[src/rtl/soft_knee_gain_pkg.sv]
`timescale 1ns/1ps
package soft_knee_gain_pkg;

    localparam int DB_W       = 16;
    localparam int DB_FRAC    = 8;
    localparam int RATIO_W    = 16;
    localparam int RATIO_FRAC = 15;
    localparam int KINV_W     = 16;
    localparam int KINV_FRAC  = 14;

    typedef enum logic [1:0] {
        RG_BELOW = 2'd0,
        RG_KNEE  = 2'd1,
        RG_ABOVE = 2'd2
    } region_e;

endpackage

[src/rtl/gc_cfg_regs.sv]
`timescale 1ns/1ps
module gc_cfg_regs #(
    parameter int DB_W       = 16,
    parameter int RATIO_W    = 16,
    parameter int RATIO_FRAC = 15,
    parameter int KINV_W     = 16
) (
    input  logic                      clk,
    input  logic                      rst_n,
    input  logic                      cfg_we,
    input  logic signed [DB_W-1:0]    cfg_thresh,
    input  logic [RATIO_W-1:0]        cfg_inv_ratio,
    input  logic [DB_W-1:0]           cfg_knee,
    input  logic [KINV_W-1:0]         cfg_knee_inv,
    input  logic signed [DB_W-1:0]    cfg_makeup,
    output logic signed [DB_W-1:0]    thr_q,
    output logic [RATIO_W-1:0]        ratio_q,
    output logic [DB_W-1:0]           knee_q,
    output logic [KINV_W-1:0]         kinv_q,
    output logic signed [DB_W-1:0]    makeup_q
);

    localparam logic [RATIO_W-1:0] RATIO_ONE = RATIO_W'(1) << RATIO_FRAC;

    always_ff @(posedge clk or negedge rst_n) begin
        if (!rst_n) begin
            thr_q    <= '0;
            ratio_q  <= RATIO_ONE;
            knee_q   <= '0;
            kinv_q   <= '0;
            makeup_q <= '0;
        end else if (cfg_we) begin
            thr_q    <= cfg_thresh;
            ratio_q  <= cfg_inv_ratio;
            knee_q   <= cfg_knee;
            kinv_q   <= cfg_knee_inv;
            makeup_q <= cfg_makeup;
        end
    end

endmodule

[src/rtl/gc_classify.sv]
`timescale 1ns/1ps
module gc_classify
    import soft_knee_gain_pkg::*;
#(
    parameter int DB_W = 16
) (
    input  logic                    clk,
    input  logic                    rst_n,
    input  logic                    in_valid,
    input  logic signed [DB_W-1:0]  in_db,
    input  logic signed [DB_W-1:0]  thresh,
    input  logic [DB_W-1:0]         knee,
    output logic                    s1_valid,
    output region_e                 s1_region,
    output logic signed [DB_W:0]    s1_diff,
    output logic signed [DB_W+2:0]  s1_span,
    output logic signed [DB_W-1:0]  s1_x
);

    localparam int DW = DB_W + 1;
    localparam int SW = DB_W + 3;

    logic signed [DW-1:0] diff;
    logic signed [SW-1:0] twice;
    logic signed [SW-1:0] kw;
    logic signed [SW-1:0] span;
    region_e              region_nx;

    // next-state decision: which curve region this sample enters
    always_comb begin
        diff  = DW'(in_db) - DW'(thresh);
        twice = SW'(diff) <<< 1;
        kw    = {{(SW-DB_W){1'b0}}, knee};
        span  = twice + kw;
        if (knee == '0) begin
            region_nx = (diff > 0) ? RG_ABOVE : RG_BELOW;
        end else if (twice < -kw) begin
            region_nx = RG_BELOW;
        end else if (twice > kw) begin
            region_nx = RG_ABOVE;
        end else begin
            region_nx = RG_KNEE;
        end
    end

    always_ff @(posedge clk or negedge rst_n) begin
        if (!rst_n) begin
            s1_valid  <= 1'b0;
            s1_region <= RG_BELOW;
            s1_diff   <= '0;
            s1_span   <= '0;
            s1_x      <= '0;
        end else begin
            s1_valid <= in_valid;
            if (in_valid) begin
                s1_region <= region_nx;
                s1_diff   <= diff;
                s1_span   <= span;
                s1_x      <= in_db;
            end
        end
    end

endmodule

[src/rtl/gc_shape.sv]
`timescale 1ns/1ps
module gc_shape
    import soft_knee_gain_pkg::*;
#(
    parameter int DB_W       = 16,
    parameter int DB_FRAC    = 8,
    parameter int RATIO_W    = 16,
    parameter int RATIO_FRAC = 15,
    parameter int KINV_W     = 16,
    parameter int KINV_FRAC  = 14,
    parameter int AW         = DB_W + 6,
    parameter int VW         = 2 * (DB_W + 3) + KINV_W + 1 - (DB_FRAC + KINV_FRAC + 2)
) (
    input  logic                    clk,
    input  logic                    rst_n,
    input  logic                    s1_valid,
    input  region_e                 s1_region,
    input  logic signed [DB_W:0]    s1_diff,
    input  logic signed [DB_W+2:0]  s1_span,
    input  logic signed [DB_W-1:0]  s1_x,
    input  logic signed [DB_W-1:0]  thresh,
    input  logic [RATIO_W-1:0]      inv_ratio,
    input  logic [KINV_W-1:0]       knee_inv,
    output logic                    s2_valid,
    output region_e                 s2_region,
    output logic signed [AW-1:0]    s2_above,
    output logic signed [VW-1:0]    s2_bend
);

    localparam int DW  = DB_W + 1;
    localparam int SW  = DB_W + 3;
    localparam int PW  = DW + RATIO_W + 1;
    localparam int QW  = 2 * SW;
    localparam int KW  = QW + KINV_W + 1;
    // square of (2e) carries 2*DB_FRAC fraction bits and a factor 4
    localparam int KSH = 2 * DB_FRAC + KINV_FRAC - DB_FRAC + 2;

    logic signed [PW-1:0] slope;
    logic signed [AW-1:0] above;
    logic signed [QW-1:0] sq;
    logic signed [KW-1:0] kp;
    logic signed [VW-1:0] bend;

    always_comb begin
        slope = PW'(s1_diff) * PW'($signed({1'b0, inv_ratio}));
        above = AW'(slope >>> RATIO_FRAC) + AW'(thresh) - AW'(s1_x);
        sq    = QW'(s1_span) * QW'(s1_span);
        kp    = KW'(sq) * KW'($signed({1'b0, knee_inv}));
        bend  = VW'(kp >>> KSH);
    end

    always_ff @(posedge clk or negedge rst_n) begin
        if (!rst_n) begin
            s2_valid  <= 1'b0;
            s2_region <= RG_BELOW;
            s2_above  <= '0;
            s2_bend   <= '0;
        end else begin
            s2_valid <= s1_valid;
            if (s1_valid) begin
                s2_region <= s1_region;
                s2_above  <= above;
                s2_bend   <= bend;
            end
        end
    end

endmodule

[src/rtl/gc_finish.sv]
`timescale 1ns/1ps
module gc_finish
    import soft_knee_gain_pkg::*;
#(
    parameter int DB_W       = 16,
    parameter int RATIO_W    = 16,
    parameter int RATIO_FRAC = 15,
    parameter int AW         = DB_W + 6,
    parameter int VW         = 31
) (
    input  logic                    clk,
    input  logic                    rst_n,
    input  logic                    s2_valid,
    input  region_e                 s2_region,
    input  logic signed [AW-1:0]    s2_above,
    input  logic signed [VW-1:0]    s2_bend,
    input  logic [RATIO_W-1:0]      inv_ratio,
    input  logic signed [DB_W-1:0]  makeup,
    output logic                    out_valid,
    output logic signed [DB_W-1:0]  out_gain
);

    localparam int CW = RATIO_W + 1;
    localparam int BW = CW + VW;
    localparam int GW = (BW > AW + 2) ? BW : AW + 2;
    localparam logic signed [CW-1:0] UNITY = CW'(longint'(1) <<< RATIO_FRAC);
    localparam logic signed [GW-1:0] G_MAX = GW'((longint'(1) <<< (DB_W - 1)) - 1);
    localparam logic signed [GW-1:0] G_MIN = -G_MAX - GW'(1);

    logic signed [CW-1:0] coef;
    logic signed [BW-1:0] bend_prod;
    logic signed [GW-1:0] g_raw;
    logic signed [GW-1:0] g_sat;

    // output decision per region state
    always_comb begin
        coef      = CW'($signed({1'b0, inv_ratio})) - UNITY;
        bend_prod = BW'(coef) * BW'(s2_bend);
        unique case (s2_region)
            RG_BELOW: g_raw = GW'(makeup);
            RG_ABOVE: g_raw = GW'(s2_above) + GW'(makeup);
            RG_KNEE:  g_raw = GW'(bend_prod >>> RATIO_FRAC) + GW'(makeup);
            default:  g_raw = GW'(makeup);
        endcase
        if (g_raw > G_MAX) begin
            g_sat = G_MAX;
        end else if (g_raw < G_MIN) begin
            g_sat = G_MIN;
        end else begin
            g_sat = g_raw;
        end
    end

    always_ff @(posedge clk or negedge rst_n) begin
        if (!rst_n) begin
            out_valid <= 1'b0;
            out_gain  <= '0;
        end else begin
            out_valid <= s2_valid;
            if (s2_valid) begin
                out_gain <= DB_W'(g_sat);
            end
        end
    end

endmodule

[src/rtl/soft_knee_gain.sv]
`timescale 1ns/1ps
module soft_knee_gain
    import soft_knee_gain_pkg::*;
#(
    parameter int DB_W       = soft_knee_gain_pkg::DB_W,
    parameter int DB_FRAC    = soft_knee_gain_pkg::DB_FRAC,
    parameter int RATIO_W    = soft_knee_gain_pkg::RATIO_W,
    parameter int RATIO_FRAC = soft_knee_gain_pkg::RATIO_FRAC,
    parameter int KINV_W     = soft_knee_gain_pkg::KINV_W,
    parameter int KINV_FRAC  = soft_knee_gain_pkg::KINV_FRAC
) (
    input  logic                    clk,
    input  logic                    rst_n,
    input  logic                    cfg_we,
    input  logic signed [DB_W-1:0]  cfg_thresh,
    input  logic [RATIO_W-1:0]      cfg_inv_ratio,
    input  logic [DB_W-1:0]         cfg_knee,
    input  logic [KINV_W-1:0]       cfg_knee_inv,
    input  logic signed [DB_W-1:0]  cfg_makeup,
    input  logic                    in_valid,
    input  logic signed [DB_W-1:0]  in_db,
    output logic                    out_valid,
    output logic signed [DB_W-1:0]  out_gain
);

    localparam int AW = DB_W + 6;
    localparam int VW = 2 * (DB_W + 3) + KINV_W + 1 - (DB_FRAC + KINV_FRAC + 2);

    logic signed [DB_W-1:0] thr_q;
    logic [RATIO_W-1:0]     ratio_q;
    logic [DB_W-1:0]        knee_q;
    logic [KINV_W-1:0]      kinv_q;
    logic signed [DB_W-1:0] makeup_q;

    logic                   s1_valid;
    region_e                s1_region;
    logic signed [DB_W:0]   s1_diff;
    logic signed [DB_W+2:0] s1_span;
    logic signed [DB_W-1:0] s1_x;

    logic                   s2_valid;
    region_e                s2_region;
    logic signed [AW-1:0]   s2_above;
    logic signed [VW-1:0]   s2_bend;

    gc_cfg_regs #(
        .DB_W(DB_W), .RATIO_W(RATIO_W), .RATIO_FRAC(RATIO_FRAC), .KINV_W(KINV_W)
    ) u_cfg (
        .clk(clk), .rst_n(rst_n), .cfg_we(cfg_we),
        .cfg_thresh(cfg_thresh), .cfg_inv_ratio(cfg_inv_ratio),
        .cfg_knee(cfg_knee), .cfg_knee_inv(cfg_knee_inv), .cfg_makeup(cfg_makeup),
        .thr_q(thr_q), .ratio_q(ratio_q), .knee_q(knee_q),
        .kinv_q(kinv_q), .makeup_q(makeup_q)
    );

    gc_classify #(.DB_W(DB_W)) u_class (
        .clk(clk), .rst_n(rst_n), .in_valid(in_valid), .in_db(in_db),
        .thresh(thr_q), .knee(knee_q),
        .s1_valid(s1_valid), .s1_region(s1_region), .s1_diff(s1_diff),
        .s1_span(s1_span), .s1_x(s1_x)
    );

    gc_shape #(
        .DB_W(DB_W), .DB_FRAC(DB_FRAC), .RATIO_W(RATIO_W), .RATIO_FRAC(RATIO_FRAC),
        .KINV_W(KINV_W), .KINV_FRAC(KINV_FRAC), .AW(AW), .VW(VW)
    ) u_shape (
        .clk(clk), .rst_n(rst_n),
        .s1_valid(s1_valid), .s1_region(s1_region), .s1_diff(s1_diff),
        .s1_span(s1_span), .s1_x(s1_x),
        .thresh(thr_q), .inv_ratio(ratio_q), .knee_inv(kinv_q),
        .s2_valid(s2_valid), .s2_region(s2_region),
        .s2_above(s2_above), .s2_bend(s2_bend)
    );

    gc_finish #(
        .DB_W(DB_W), .RATIO_W(RATIO_W), .RATIO_FRAC(RATIO_FRAC), .AW(AW), .VW(VW)
    ) u_finish (
        .clk(clk), .rst_n(rst_n),
        .s2_valid(s2_valid), .s2_region(s2_region),
        .s2_above(s2_above), .s2_bend(s2_bend),
        .inv_ratio(ratio_q), .makeup(makeup_q),
        .out_valid(out_valid), .out_gain(out_gain)
    );

endmodule

[config.mk]
export PLATFORM = sky130hd
export DESIGN_NAME = soft_knee_gain
export DESIGN_NICKNAME = d
export VERILOG_FILES = /design/src/rtl/soft_knee_gain_pkg.sv /design/src/rtl/gc_cfg_regs.sv /design/src/rtl/gc_classify.sv /design/src/rtl/gc_shape.sv /design/src/rtl/gc_finish.sv /design/src/rtl/soft_knee_gain.sv
export SDC_FILE = /design/constraint.sdc
export NUM_CORES = 2
export LEC_CHECK = 0
export BUFFER_PORTS_ARGS = -buffer_cell sky130_fd_sc_hd__buf_4
export CORE_ASPECT_RATIO = 1.2
export CORE_MARGIN = 2
export CORE_UTILIZATION = 60
export CTS_BUF_LIST = sky130_fd_sc_hd__clkbuf_8
export DETAILED_ROUTE_END_ITERATION = 8
export PLACE_DENSITY = 0.77
export SLEW_MARGIN = 15
export SYNTH_ARGS = -nofsm -noshare
export SYNTH_HDL_FRONTEND = slang
export SYNTH_SLANG_ARGS = --single-unit
[constraint.sdc]
create_clock -name clk -period 16 [get_ports clk]
set_input_delay 0.8 -clock clk [delete_from_list [all_inputs] [get_ports clk]]
set_output_delay 0.8 -clock clk [all_outputs]
set_load 0.02 [all_outputs]
==> metrics <==
run status=finished clean; global placer's final weighted congestion=0.951; count leader, synth=inv_1; max cap viols=0; WP data arrival=14,690 ps; post-synthesis mux area share=0.0166; worst path buffer plus inverter count=8; Final Hold Fails=0; Worst path slowest cell=dfrtp_1; Final Critical Period=14,190 ps; PortBufs=116; htree depth=2; post-synthesis sequential area ratio=0.0706; die area=125,000 um^2; RSZ-0062 raised after global routing=no; num ports=117; largest net degree at the start of global routing=98; EDFF count, synth=0; largest stage delay on the critical path=720 ps; Final Cycle Share=0.887; cell taking the most area after synthesis=fa_1; post-synth cell types=88; CP max FO=16; Worst Setup Slack, final=1810 ps; largest family of logic cells by synthesized area=adder cells; std cell rows=140; share of the synthesized area in the top cell type=0.460; mapped cell area=73,400 um^2; core area=121,000 um^2; post-CTS resize count=0; antenna violations before repair=6; Post-synth ARST share=1.00; vias in the first global route=59,963; RR Startpoint=u_class.s1_span[3]; register area=5190 um^2; ys flop type=dfrtp_1; first-pass GRT wire length=303,000 um; ANT nets after route=0; Initial Util=0.604; Multi-input gate area=59,500 um^2; DR pass1 iterations=6; Fillers=9,978; CTS tree=done; final setup TNS=0 ps; CP most frequent cell=fa_1; DR WL/cell=18.7 um; Synth top cells by count=inv_1 (1,962), fa_1 (1,686), nand2_1 (1,049); post-place setup slack=1670 ps; post-synthesis xor/xnor area fraction=0.0273; Crit. End Element=flip-flop; Detailed Place HPWL=146,000 um; CTS Buffer Depth=3; Area growth syn-to-layout=4.26%; compound-gate portion of the synthesized area=0.0595; postcts setup bufs=0; CP Depth=46; layout net count=10,319; Slew @ Worst Pin=1120 ps; drt via density=5.56; fraction of layout cells with a size suffix above 1=0.0534; clock latency on the worst-skew pair=700 ps; Clock Tree Root=clkbuf_8; WL final=180,000 um; synth top area cells=fa_1 (46%), ha_1 (10%), inv_1 (10%); mean post-synth cell area=9.13 um^2; GRT overflow=0; CTS buffer count=41; CTS Hold Buffers Added=0; Clk pin slew, worst setup/hold paths=70 ps; adder-cell area share of the yosys netlist=0.563; die width=323 um; via count=53,407; Reg2Reg Capture Point=u_shape.s2_bend[30]; Yosys warnings=0; Iteration-0 DRC Markers=2,909; worst hold path class=primary input to asynchronous set/reset pin; WS Path Type=flip-flop to flip-flop; Residual DRC=0; Fmax=70.5 MHz; FF-to-FF path depth=46; slew margin rel.=0.251; Post-Syn Nets=10,416; Total GRT Usage=0.306; CP startpoint=u_class.s1_span[3]; crit-path leading delay family=adder cells; Req. time, crit path=16,500 ps; Setup-failing EPs final=0; Yosys reg bits=207; Max Slew Vio Count=0; Post-Route Skew=65.3 ps; worst reg-to-reg setup slack=1810 ps; # clock sinks=207; Post-Synth Simple-Gate Area=0.145; cells after synthesis=8,032; CP endpoint=u_shape.s2_bend[30]; Die Span Y=387 um; startpoint types=flip-flop
[layer usage]
metal / part of all wire / vias to the layer above / wire length (um) / global-route usage
li1: - / 23588 / - / -
met1: 0.36 / 27391 / 64700 / 0.360
met2: 0.52 / 1818 / 93600 / 0.544
met3: 0.057 / 604 / 10300 / 0.0371
met4: 0.062 / 6 / 11100 / 0.162
met5: 0.00021 / - / 37 / 0
[cells in the final DEF (no fill, tap or decap), types with 11 or more instances in the layout]
master and instances:
fa_1 1686, and2_1 605, a21oi_2 14, ha_1 598
clkbuf_8 53, nor3_1 55, a31oi_1 15, nand2_1 1049
mux2_2 99, nor2b_1 63, o21a_1 38, or3_1 16
o21ai_0 160, buf_4 198, a21oi_1 173, o31ai_1 18
a21boi_0 11, xor2_1 50, nor4_1 13, a21o_1 77
and3_1 25, a211oi_1 24, nor2_1 240, inv_1 1974
o21bai_1 27, dfrtp_1 202, xnor2_1 177, or2_2 22
nand4_1 17, nand3_1 40, nand2b_1 38
[flip-flops by register name (all words and copies together), names as in the netlist]
register / cells
u_cfg.kinv_q: 16
u_cfg.knee_q: 16
u_cfg.makeup_q: 16
u_cfg.ratio_q: 16
u_cfg.thr_q: 16
u_class.s1_diff: 17
u_class.s1_region: 2
u_class.s1_span: 19
u_class.s1_valid: 1
u_class.s1_x: 16
u_finish.out_gain: 16
u_finish.out_valid: 1
u_shape.s2_above: 21
u_shape.s2_bend: 31
u_shape.s2_region: 2
u_shape.s2_valid: 1
[per-stage QoR]
step / instances / util / area [um^2] / hold WS [ps]
after detailed placement: 9525 / 0.623 / 75600 / 488
after global placement: 9525 / 0.623 / 75600 / 477
final: 9601 / 0.630 / 76500 / 200
after CTS: 9599 / 0.630 / 76500 / 171
after floorplan: 8032 / - / 73400 / 352
after global routing: 9601 / 0.630 / 76500 / 264
[area by class of cell]
class / instances / area share
Sequential cell: 207 / 0.0678
Inverter: 1966 / 0.0965
Timing Repair Buffer: 199 / 0.0196
Clock buffer: 53 / 0.00954
Clock inverter: 21 / 0.00141
Tap cell: 1633 / 0.0267
Multi-Input combinational cell: 5520 / 0.778
Antenna cell: 2 / 0.0000654
[worst register-to-register path: cells and delay by family (launching register included)]
kind	cells	cell delay, ps
buffers and inverters	8	1160
AND/OR/NAND/NOR	3	700
AO/OA/AOI/OAI	18	4680
XOR/XNOR	2	320
adder cells (fa/ha/maj)	15	6480
flip-flops	1	720
[worst min-delay path by stage]
| stage | slack (ps) | from | to | depth (start not counted) |
|---|---|---|---|---|
| finish | 200 | rst_n | u_shape.s2_above[19] | 1 |
| detailed placement | 490 | u_finish.out_gain[15] | u_finish.out_gain[15] | 1 |
| global placement | 480 | u_finish.out_gain[15] | u_finish.out_gain[15] | 1 |
| CTS | 170 | rst_n | u_shape.s2_above[19] | 1 |
| global route | 260 | rst_n | u_shape.s2_above[19] | 1 |
| floorplan | 350 | u_shape.s2_valid | u_finish.out_valid | 0 |
[kinds of logic after synthesis]
family / count (synthesis)
DFF: 207
xor gates and xnor gates: 229
AOI/OAI and AO/OA: 673
and+or+nand+nor: 2220
muxes: 109
adders and majority gates: 2289
buffers and inverters: 2305
Power is left out: the tool's default activity adds up to more than one toggle a clock period on the data nets, which glitch-free logic cannot reach.
